**src/rtl/wdog_pkg.sv**
```systemverilog
package wdog_pkg;
    localparam int BYTE_W  = 8;
    localparam int ADDR_W  = 4;
    localparam int DIGITS  = 4;
    localparam int CNT_W   = 4 * DIGITS;

    localparam logic [ADDR_W-1:0] ADR_HUND = 4'hC;
    localparam logic [ADDR_W-1:0] ADR_SECS = 4'hD;
    localparam logic [ADDR_W-1:0] ADR_STAT = 4'hE;
    localparam logic [ADDR_W-1:0] ADR_CTRL = 4'hF;

    localparam int FLAG_BIT  = 1;
    localparam int EN_BIT    = 1;
    localparam int STEER_BIT = 0;

    typedef struct packed {
        logic en;
        logic steer;
    } wd_ctrl_t;

    typedef struct packed {
        logic       borrow;
        logic [3:0] digit;
    } bcd_step_t;

    // One decimal digit minus an incoming borrow
    function automatic bcd_step_t bcd_digit_dec(input logic [3:0] d, input logic bin);
        bcd_step_t r;
        if (!bin) begin
            r.borrow = 1'b0;
            r.digit  = d;
        end else if (d == 4'd0) begin
            r.borrow = 1'b1;
            r.digit  = 4'd9;
        end else begin
            r.borrow = 1'b0;
            r.digit  = d - 4'd1;
        end
        return r;
    endfunction
endpackage

```
**src/rtl/wdog_bcd_down.sv**
```systemverilog
module wdog_bcd_down
    import wdog_pkg::*;
#(
    parameter int NDIG = DIGITS
) (
    input  logic              clk,
    input  logic              rst,
    input  logic              tick,
    input  logic              run,
    input  logic              load,
    input  logic [4*NDIG-1:0] load_val,
    output logic [4*NDIG-1:0] count,
    output logic              expire
);
    localparam int W = 4 * NDIG;
    localparam logic [W-1:0] ONE = W'(1);

    logic [NDIG:0] brw;
    logic [W-1:0]  dec_val;
    logic          step;

    assign brw[0] = 1'b1;

    for (genvar g = 0; g < NDIG; g++) begin : g_dig
        bcd_step_t st;
        assign st             = bcd_digit_dec(count[4*g +: 4], brw[g]);
        assign dec_val[4*g +: 4] = st.digit;
        assign brw[g+1]       = st.borrow;
    end

    assign step   = tick && run && (count != '0) && !load;
    assign expire = step && (count == ONE);

    always_ff @(posedge clk) begin
        if (rst)       count <= '0;
        else if (load) count <= load_val;
        else if (step) count <= dec_val;
    end
endmodule

```
**src/rtl/wdog_regs.sv**
```systemverilog
module wdog_regs
    import wdog_pkg::*;
(
    input  logic              clk,
    input  logic              rst,
    input  logic [ADDR_W-1:0] addr,
    input  logic              wr,
    input  logic              rd,
    input  logic [BYTE_W-1:0] wdata,
    input  logic              expire,
    output logic [BYTE_W-1:0] rdata,
    output logic              load,
    output logic [CNT_W-1:0]  load_val,
    output wd_ctrl_t          ctrl,
    output logic              flag
);
    logic [BYTE_W-1:0] hund_q, secs_q, rd_mux;
    logic wr_hund, wr_secs, wr_ctrl, rd_stat;

    assign wr_hund = wr && (addr == ADR_HUND);
    assign wr_secs = wr && (addr == ADR_SECS);
    assign wr_ctrl = wr && (addr == ADR_CTRL);
    assign rd_stat = rd && (addr == ADR_STAT);

    assign load     = wr_hund || wr_secs;
    assign load_val = {(wr_secs ? wdata : secs_q), (wr_hund ? wdata : hund_q)};

    always_ff @(posedge clk) begin
        if (rst) begin
            hund_q <= '0;
            secs_q <= '0;
            ctrl   <= '0;
        end else begin
            if (wr_hund) hund_q <= wdata;
            if (wr_secs) secs_q <= wdata;
            if (wr_ctrl) begin
                ctrl.en    <= wdata[EN_BIT];
                ctrl.steer <= wdata[STEER_BIT];
            end
        end
    end

    // Expiry beats a clearing read in the same cycle
    always_ff @(posedge clk) begin
        if (rst)          flag <= 1'b0;
        else if (expire)  flag <= 1'b1;
        else if (rd_stat) flag <= 1'b0;
    end

    always_comb begin
        rd_mux = '0;
        case (addr)
            ADR_HUND: rd_mux = hund_q;
            ADR_SECS: rd_mux = secs_q;
            ADR_STAT: rd_mux[FLAG_BIT] = flag;
            ADR_CTRL: begin
                rd_mux[EN_BIT]    = ctrl.en;
                rd_mux[STEER_BIT] = ctrl.steer;
            end
            default:  rd_mux = '0;
        endcase
    end

    always_ff @(posedge clk) begin
        if (rst)     rdata <= '0;
        else if (rd) rdata <= rd_mux;
    end
endmodule

```
**src/rtl/wdog_pulse.sv**
```systemverilog
module wdog_pulse #(
    parameter int LEN = 16
) (
    input  logic clk,
    input  logic rst,
    input  logic fire,
    output logic pulse
);
    localparam int CW = $clog2(LEN + 1);
    localparam logic [CW-1:0] LEN_C = CW'(LEN);

    logic [CW-1:0] remain;

    always_ff @(posedge clk) begin
        if (rst)                remain <= '0;
        else if (fire)          remain <= LEN_C;
        else if (remain != '0)  remain <= remain - 1'b1;
    end

    assign pulse = (remain != '0);
endmodule

```
**src/rtl/wdog_bcd_timer.sv**
```systemverilog
module wdog_bcd_timer
    import wdog_pkg::*;
#(
    parameter int RST_LEN = 16
) (
    input  logic              clk,
    input  logic              rst,
    input  logic              tick_100hz,
    input  logic [ADDR_W-1:0] bus_addr,
    input  logic              bus_wr,
    input  logic              bus_rd,
    input  logic [BYTE_W-1:0] bus_wdata,
    output logic [BYTE_W-1:0] bus_rdata,
    output logic              wd_irq,
    output logic              wd_rst
);
    logic             cnt_load;
    logic [CNT_W-1:0] cnt_load_val;
    logic [CNT_W-1:0] cnt_value;
    logic             cnt_expire;
    logic             wd_flag;
    wd_ctrl_t         ctrl;

    wdog_regs u_regs (
        .clk      (clk),
        .rst      (rst),
        .addr     (bus_addr),
        .wr       (bus_wr),
        .rd       (bus_rd),
        .wdata    (bus_wdata),
        .expire   (cnt_expire),
        .rdata    (bus_rdata),
        .load     (cnt_load),
        .load_val (cnt_load_val),
        .ctrl     (ctrl),
        .flag     (wd_flag)
    );

    wdog_bcd_down #(.NDIG(DIGITS)) u_cnt (
        .clk      (clk),
        .rst      (rst),
        .tick     (tick_100hz),
        .run      (ctrl.en),
        .load     (cnt_load),
        .load_val (cnt_load_val),
        .count    (cnt_value),
        .expire   (cnt_expire)
    );

    wdog_pulse #(.LEN(RST_LEN)) u_pulse (
        .clk   (clk),
        .rst   (rst),
        .fire  (cnt_expire && ctrl.steer),
        .pulse (wd_rst)
    );

    assign wd_irq = wd_flag && !ctrl.steer;
endmodule

```
**config.mk**
```make
export PLATFORM = sky130hd
export DESIGN_NAME = wdog_bcd_timer
export DESIGN_NICKNAME = d
export VERILOG_FILES = /design/src/rtl/wdog_pkg.sv /design/src/rtl/wdog_bcd_down.sv /design/src/rtl/wdog_regs.sv /design/src/rtl/wdog_pulse.sv /design/src/rtl/wdog_bcd_timer.sv
export SDC_FILE = /design/constraint.sdc
export NUM_CORES = 1
export LEC_CHECK = 0
export BUFFER_PORTS_ARGS = -buffer_cell sky130_fd_sc_hd__buf_2
export CAP_MARGIN = 15
export CORE_MARGIN = 2
export CORE_UTILIZATION = 55
export CTS_CLUSTER_SIZE = 10
export DETAILED_ROUTE_END_ITERATION = 10
export PLACE_DENSITY = 0.86
export SLEW_MARGIN = 20
export SYNTH_ARGS = -nofsm -noshare
export SYNTH_HDL_FRONTEND = slang
export SYNTH_SLANG_ARGS = --single-unit
```
**constraint.sdc**
```tcl
create_clock -name clk -period 3.7 [get_ports clk]
set_input_delay 0.555 -clock clk [delete_from_list [all_inputs] [get_ports clk]]
set_output_delay 0.555 -clock clk [all_outputs]
set_load 0.05 [all_outputs]
```
Yosys cells after proc, flatten, opt, wreduce, memory -nomap -nowiden
Index checks and enable logic that the tools add are counted.
Cells by class
  reduce and logical (&&, ||, !) cells: 29
  add/subtract/negate cells: 5
  eq/ne operators: 5
  multiplexer cells: 18
Operators with widths (count)
  $mux W5: 7
  $mux W16: 2
  $eq A16 B1 Y1 const B: 1
  $eq A4 B4 Y1 const B: 4
  $logic_not A4 Y1: 4
  $mux W8: 2
  $reduce_bool A16 Y1: 1
  $sub A4 B1 Y4 const B: 4
  $pmux W6 S2: 1
  $reduce_bool A2 Y1: 6
  $logic_and A1 B1 Y1: 10
  $mux W4: 2
  $reduce_and A2 Y1: 3
  $reduce_bool A5 Y1: 1
  $sub A5 B1 Y5 const B: 1
  $pmux W1 S4: 1
  $pmux W1 S3: 1
  $logic_not A1 Y1: 2
  $mux W1: 2
  $reduce_or A2 Y1: 1
  $logic_or A1 B1 Y1: 1
Storage, ports and cells
  output and inout port bits: 10
  logic and storage cells: 69
  input bits: 17
  register bits after elaboration: 48

Longest topological paths before layout
Gate-level depths: netlist of run 1.
  depth after elaboration: 8
  gate-level depth with buffers: 6
  depth with buffers taken out: 6

By module
Synthesis of run 1 repeated with hierarchy kept, for this count alone.
Second synthesis, totals
  cells, all modules: 309
  area, all modules: 2655.0 um^2
Modules (own cells, without submodules)
  wdog_regs: cells an instance 157, seq. area each 540.5 um^2, area an instance 1338.8 um^2, instances 1
  wdog_bcd_down: cells an instance 126, seq. area each 320.3 um^2, area an instance 1077.3 um^2, instances 1
  wdog_pulse: cells an instance 24, seq. area each 100.1 um^2, area an instance 222.7 um^2, instances 1
  wdog_bcd_timer: cells an instance 2, seq. area each 0.0 um^2, area an instance 16.3 um^2, instances 1

Worst setup path before layout of run 1
Ideal clock, no wire load.
  path kind: reg2reg
  from: register u_cnt.count[4]
  to: register u_cnt.count[13]
  setup time: 0.091 ns
  clock period less this slack: 1.745 ns
  data required time: 3.609 ns
  stages on the path, launching flop included: 7
  path buffers: 0
  data arrival time: 1.654 ns
  slack: 1.955 ns
  cell sequence: dfxtp_1 inv_1 ha_1 nor3b_4 nand4_2 or4_1 a311oi_1
Between the ends
  word-level cells in the longest chain between the ends: 6
  elaborated cells between the ends (all ways): 10
  classes of those cells: mux (3); reduce/logical (7)
RTL lines
  start: declaration: line wdog_bcd_down.sv:12  | output logic [4*NDIG-1:0] count,
  start signal: assignment: line wdog_bcd_down.sv:36  | else if (load) count <= load_val;
  start signal: assignment: line wdog_bcd_down.sv:37  | else if (step) count <= dec_val;
  $logic_not A4 Y1: line wdog_pkg.sv:32  | end else if (d == 4'd0) begin
  $mux W5: line wdog_pkg.sv:32
  $mux W5 (2 in a row): line wdog_pkg.sv:29  | if (!bin) begin
  $reduce_bool A2 Y1 (no source line)
  $reduce_and A2 Y1 (no source line) *
Every way passes the cells marked *; elsewhere a longest branch is shown, timed or not. The select of a mux whose other input is x is not followed.
A chain may end at the register's enable or synchronous reset.

Worst setup path after layout of run 1
  from: input bus_addr[1]
  to: register u_cnt.count[12]
Between the ends
  word-level cells in the longest chain between the ends: 7
  elaborated cells between the ends (all ways): 12
  classes of those cells: eq/ne (2); mux (2); reduce/logical (8)
RTL lines
  start: declaration: line wdog_bcd_timer.sv:9  | input logic [ADDR_W-1:0] bus_addr,
  $eq A4 B4 Y1, on equally long branches: line wdog_regs.sv:20, wdog_regs.sv:21
  $logic_and A1 B1 Y1, on equally long branches: line wdog_regs.sv:20, wdog_regs.sv:21
  $logic_or A1 B1 Y1: line wdog_regs.sv:25  | assign load = wr_hund || wr_secs;
  $logic_not A1 Y1: line wdog_bcd_down.sv:31  | assign step = tick && run && (count != '0) && !load;
  $logic_and A1 B1 Y1: line wdog_bcd_down.sv:31
  $reduce_bool A2 Y1 (no source line)
  $reduce_and A2 Y1 (no source line)
Parallel ways exist; a longest one is shown, timed or not.

==> metrics.txt, run 1 <==
status finished, final reports clean; Post-synth ARST share 0; H-Tree Depth 2; Cell Rows 25; Net Sw Frac 0.314; Top FF cell, synth dfxtp_1; Total GRT Usage 0.232; Overflow after GRT 0; number of vias per cell 6.20; met2 WL 2850 microns; setup ws final 1.47 ns; switching power 0.000362 W; Post-synth EDFFs 0; PostCTS Resize Cnt 0; internal power 0.000791 W; crit path launch bus_addr[1]; RD Place Congestion 0.828; CTS sink cnt 48; core area 0.00469 sq mm; largest net degree at the start of global routing 47; Design Area, Final 0.00286 sq mm; hold buffers post-CTS 0; RSZ-0062 raised after global routing false; Comb power frac 0.217; Hold Vio Cnt, Final 0; reg2reg start u_cnt.count[4]$_SDFFE_PP0P_; Netlist Area Pre-Place 0.00264 sq mm; max-slew violations 0; CTS tree built; first-pass GRT wire length 9710 microns; final hold slack 0.472 ns; Synthesized Nets 309; Setup-failing EPs final 0; number of I/O pins 27; post-synthesis instance total 287; Routed wire per std cell 16.6 microns; Tmin final 2.23 ns; Critical Path RT 3.85 ns; sequential fraction of design power 0.489; Yosys cell types 61; maxcap violations 0; final setup TNS 0 ns; vias in the first global route 2,007; Fin Clk Skew 0.00984 ns; Clk network pwr share 0.294; most frequent cells in the layout dfxtp_1 (48), nor2_1 (32), buf_2 (26); routed vias 2,227; FF/Latch Area 961 sq um; Final ANT Viol Nets 0; CTS Root Cell clkbuf_8; initial antenna violation count 0; Total Power 0.00115 W; Num CTS Buffers 5; type of origin of the critical path input pin; DR top layer met4; number of synthesis warnings 0; peak supply drop 0.266 mV; CP Class in -> reg; layout cell share with drive strength beyond 1 0.200; Tightest Pin Transition 1.04 ns; Die Area 0.00538 sq mm; fin nets 326; Worst Reg2Reg Path Length in Cells 6; Cell Pwr Density 402 mW/mm^2; First-pass DRT Iterations 4; crit share post-route 0.602; Die Height 73.3 microns; commonest non-fill, non-tap cell in the layout dfxtp_1; ant diodes 0; Filler cells 395; sequential share of the synthesized area 0.364; DP Worst Slack 1.27 ns; Mean Syn Cell Area 9.21 sq um; worst setup path end u_cnt.count[12]$_SDFFE_PP0P_; Fmax 0.449 GHz; Critical Path AT 2.38 ns; CP endpoint kind flop; Cell Area, Placed 0.00277 sq mm; PortBufs 26; clk buf depth 2; Leakage 1.06 nW; hpwl dp 4140 microns; FF-to-FF setup slack 1.70 ns; Slew headroom 0.304; Initial Util 0.563; Reg clk slew, reported paths 0.10 ns; postcts setup bufs 0; DRT iter0 DRCs 199; clock latency on the worst-skew pair 0.31 ns; Multi-input gate area 0.00158 sq mm; synthesized flop and latch total 48; Area growth syn-to-layout 8.38%; total wire length 5940 microns; reg-to-reg endpoint u_cnt.count[13]$_SDFFE_PP0P_; WL met1 2640 microns; Die Width 73.3 microns; CP max FO 23; DRC 0; met3 wire len 357 microns; Tightest Hold Check Type reg -> reg
==> registers in the layout (all words and copies together) (netlist names) <==
register        cells
u_regs.ctrl         2
u_regs.secs_q       8
u_regs.rdata        8
u_regs.flag         1
u_regs.hund_q       8
u_cnt.count        16
u_pulse.remain      5
==> kinds of logic (layout without fill, tap and decap cells) <==
kind of cell	count (synthesis)	after routing	synth area share
adder cells (fa/ha/maj)	5	5	0.0237
multiplexers	34	34	0.138
AO/OA/AOI/OAI	64	64	0.179
flip-flops	48	48	0.364
buffers and inverters	23	41	0.0379
AND/OR/NAND/NOR	110	110	0.249
XOR/XNOR	3	3	0.00994
==> power by group through the flow <==
stage	registers, W	logic, W	clock network [W]
floorplan	0.000569	0.000195	0
CTS	0.000563	0.000249	0.000338
global placement	0.000573	0.000238	0
detailed placement	0.000575	0.000248	0
global route	0.000566	0.000275	0.000357
finish	0.000563	0.000250	0.000339
==> synthesized netlist by cell type (all sizes together) (5+ instances only) <==
master,number,area (sq um)
a311oi,7,73.8
clkbuf,8,30.0
a21oi,18,90.1
ha,5,62.6
buf,8,43.8
mux2,9,101
o21ai,7,35.0
a211oi,8,60.1
inv,7,26.3
dfxtp,48,961
nand2,11,43.8
mux2i,24,240
nand2b,12,75.1
nand3,8,40.0
nor2b,6,37.5
a31oi,5,31.3
nor2,33,126
nor3,8,56.3
==> worst min-delay path by stage <==
stage | startpoint | slack [ns] | depth (start not counted) | to
global placement | u_regs.rdata[3]$_SDFFE_PP0P_ | 0.45 | 2 | u_regs.rdata[3]$_SDFFE_PP0P_
floorplan | u_pulse.remain[4]$_SDFFE_PP0P_ | 0.44 | 2 | u_pulse.remain[4]$_SDFFE_PP0P_
finish | u_regs.rdata[3]$_SDFFE_PP0P_ | 0.47 | 2 | u_regs.rdata[3]$_SDFFE_PP0P_
global route | u_regs.rdata[4]$_SDFFE_PP0P_ | 0.50 | 2 | u_regs.rdata[4]$_SDFFE_PP0P_
detailed placement | u_regs.rdata[2]$_SDFFE_PP0P_ | 0.46 | 2 | u_regs.rdata[2]$_SDFFE_PP0P_
CTS | u_regs.rdata[4]$_SDFFE_PP0P_ | 0.48 | 2 | u_regs.rdata[4]$_SDFFE_PP0P_
==> per-layer routing <==
metal | GRT usage | vias to the layer above
met5 | 0 | -
met4 | 0.0707 | 0
met3 | 0.0439 | 8
met2 | 0.376 | 81
met1 | 0.313 | 1043
li1 | - | 1095
==> worst max-delay path: stages <==
cell	delay (ns)
buf_2	0.13
nand4b_1	0.88
a211oi_1	0.71
a311oi_1	0.09
==> metrics by stage <==
step | cells | util
CTS | 359 | 0.610
finish | 359 | 0.610
global placement | 351 | 0.590
global route | 359 | 0.610
floorplan | 287 | -
detailed placement | 351 | 0.590
==> layout make-up <==
cell class                      instances  area share
Multi-Input combinational cell        216       0.552
Sequential cell                        48       0.336
Timing Repair Buffer                   26      0.0454
Clock buffer                            6      0.0288
Tap cell                               54      0.0236
Inverter                                7     0.00917
Clock inverter                          2     0.00524
Note: power is estimated with default switching activity, not from simulation.
==> inputs of run 2 (changes only) <==
Clock period 3.7 ns to 2.09 ns, I/O delays scaled along.
==> run 2 against run 1 <==
  * Utilization increased by 1.3 points
  * Register-to-register slack got worse by 1.6 ns
  * Worst setup slack got worse by 1.3 ns
  * Final area increased by 2.1%
  * Worst hold slack got worse by 0.18 ns
  * Clock power increased by 64%
==> metrics.txt, run 2 (synthesis gave the netlist of run 1 again) <==
status finished, final reports clean; ant diodes 0; sequential fraction of design power 0.498; Critical Path RT 2.30 ns; DRT iter0 DRCs 123; layout cell share with drive strength beyond 1 0.220; initial antenna violation count 0; CP max stage delay 0.44 ns; Die Width 73.3 microns; Cell Pwr Density 683 mW/mm^2; Comb power frac 0.223; Crit-path slowest cell or4_1; peak supply drop 0.388 mV; CP endpoint kind flop; Fin Clk Skew 0.00946 ns; Filler cells 384; Min-Delay Path Depth 3; Hold Vio Cnt, Final 0; Critical Path AT 2.18 ns; clk buf depth 2; Worst Reg2Reg Path Length in Cells 6; Tightest Pin Transition 0.606 ns; Num CTS Buffers 5; RD Place Congestion 0.884; Overflow after GRT 0; hpwl dp 4130 microns; number of vias per cell 6.16; Total GRT Usage 0.233; Die Height 73.3 microns; Final ANT Viol Nets 0; Fmax 0.508 GHz; Hold EP u_regs.secs_q[6]$_SDFF_PP0_; number of I/O pins 27; Slew headroom 0.596; vias in the first global route 2,154; Die Area 0.00538 sq mm; Cell Rows 25; CP max FO 5; Tmin final 1.97 ns; CP Class reg -> reg; critical path's top delay family simple AND/OR/NAND/NOR gates; Tightest Hold Check Type in -> reg; reg-to-reg endpoint u_cnt.count[13]$_SDFFE_PP0P_; WP depth 6; routed vias 2,267; Routed wire per std cell 15.7 microns; max-slew violations 0; First-pass DRT Iterations 4; Net Sw Frac 0.310; Most Crowded Layer GR met2; Area growth syn-to-layout 10.7%; first-pass GRT wire length 9780 microns; CTS sink cnt 48; DRC 0; Initial Util 0.563; Setup-failing EPs final 0; clock latency on the worst-skew pair 0.31 ns; type of origin of the critical path flop; FF-to-FF setup slack 0.12 ns; reg2reg start u_cnt.count[4]$_SDFFE_PP0P_; CTS Root Cell clkbuf_8; grt met1 use 0.309; Clk network pwr share 0.279; CTS tree built; crit share post-route 0.941; largest net degree at the start of global routing 33; maxcap violations 0; total wire length 5790 microns; most frequent cells in the layout dfxtp_1 (48), nor2_1 (32), buf_2 (26); core area 0.00469 sq mm; switching power 0.000619 W; internal power 0.00138 W; Leakage 1.11 nW; RSZ-0062 raised after global routing false; worst path cell trace inv_1 > ha_1 > nor3b_4 > nand4_2 > or4_1 > a311oi_1; met3 GRT Util 0.0425; final setup TNS 0 ns; Reg with most FFs u_cnt.count; max reg flops 16; Reg clk slew, reported paths 0.09 ns; commonest non-fill, non-tap cell in the layout dfxtp_1; fin nets 335; crit path launch u_cnt.count[4]$_SDFFE_PP0P_; WP buf/inv 1; H-Tree Depth 2; PortBufs 26; min-delay src bus_wdata[6]; final hold slack 0.293 ns; global routing met2 resource utilization 0.368
[run 2: power groups by stage]
stage | clock network (W) | registers (W) | logic (W)
floorplan | 0 | 0.00101 | 0.000345
global placement | 0 | 0.00101 | 0.000433
detailed placement | 0 | 0.00102 | 0.000440
CTS | 0.000560 | 0.000995 | 0.000443
global route | 0.000603 | 0.00100 | 0.000492
finish | 0.000556 | 0.000995 | 0.000445
[run 2: area by class of cell]
type | instances | area (sq um) | share of cell area
multi-input combinational | 216 | 1590 | 0.543
sequential | 48 | 961 | 0.328
timing repair buffer | 35 | 198 | 0.0676
clock buffer | 7 | 76.3 | 0.0261
tap | 54 | 67.6 | 0.0231
inverter | 7 | 26.3 | 0.00898
clock inverter | 1 | 8.76 | 0.00299
[run 2: worst min-delay path, delay by kind of cell]
kind | cells | cell delay (ns)
buf+inv | 1 | 0.11
mux | 1 | 0.07
simple gates | 1 | 0.07
[run 2: timing repair]
| action | 4_1_cts | 5_1_grt |
|---|---|---|
| hold buffers | 0 | 0 |
| resized for setup | 0 | 1 |
| setup endpoints to repair | 0 | 1 |
| buffers inserted | 0 | 0 |
[run 2: how the worst max path moves through the flow]
stage                                        end  slack (ns)
finish              u_cnt.count[13]$_SDFFE_PP0P_        0.12
global route        u_cnt.count[14]$_SDFFE_PP0P_       0.002
CTS                 u_cnt.count[13]$_SDFFE_PP0P_        0.15
detailed placement  u_cnt.count[14]$_SDFFE_PP0P_        0.20
global placement     u_cnt.count[3]$_SDFFE_PP0P_        0.26
floorplan           u_cnt.count[13]$_SDFFE_PP0P_        0.34
[run 2: metrics by stage]
| stage | std cells | area [sq um] | worst slack (ns) | util | power, W |
|---|---|---|---|---|---|
| after floorplan | 287 | 2640 | 0.345 | - | 0.00135 |
| after global routing | 368 | 2930 | 0.00181 | 0.623 | 0.00210 |
| after detailed placement | 360 | 2830 | 0.197 | 0.604 | 0.00146 |
| after CTS | 368 | 2920 | 0.152 | 0.622 | 0.00200 |
| after global placement | 360 | 2830 | 0.258 | 0.604 | 0.00145 |
| final | 368 | 2930 | 0.123 | 0.623 | 0.00200 |
[run 2: per-layer routing]
| layer | wire [microns] | up-vias | share of wire |
|---|---|---|---|
| li1 | - | 1117 | - |
| met1 | 2650 | 1065 | 0.46 |
| met2 | 2760 | 69 | 0.48 |
| met3 | 246 | 16 | 0.042 |
| met4 | 140 | 0 | 0.024 |
| met5 | 0 | - | 0 |
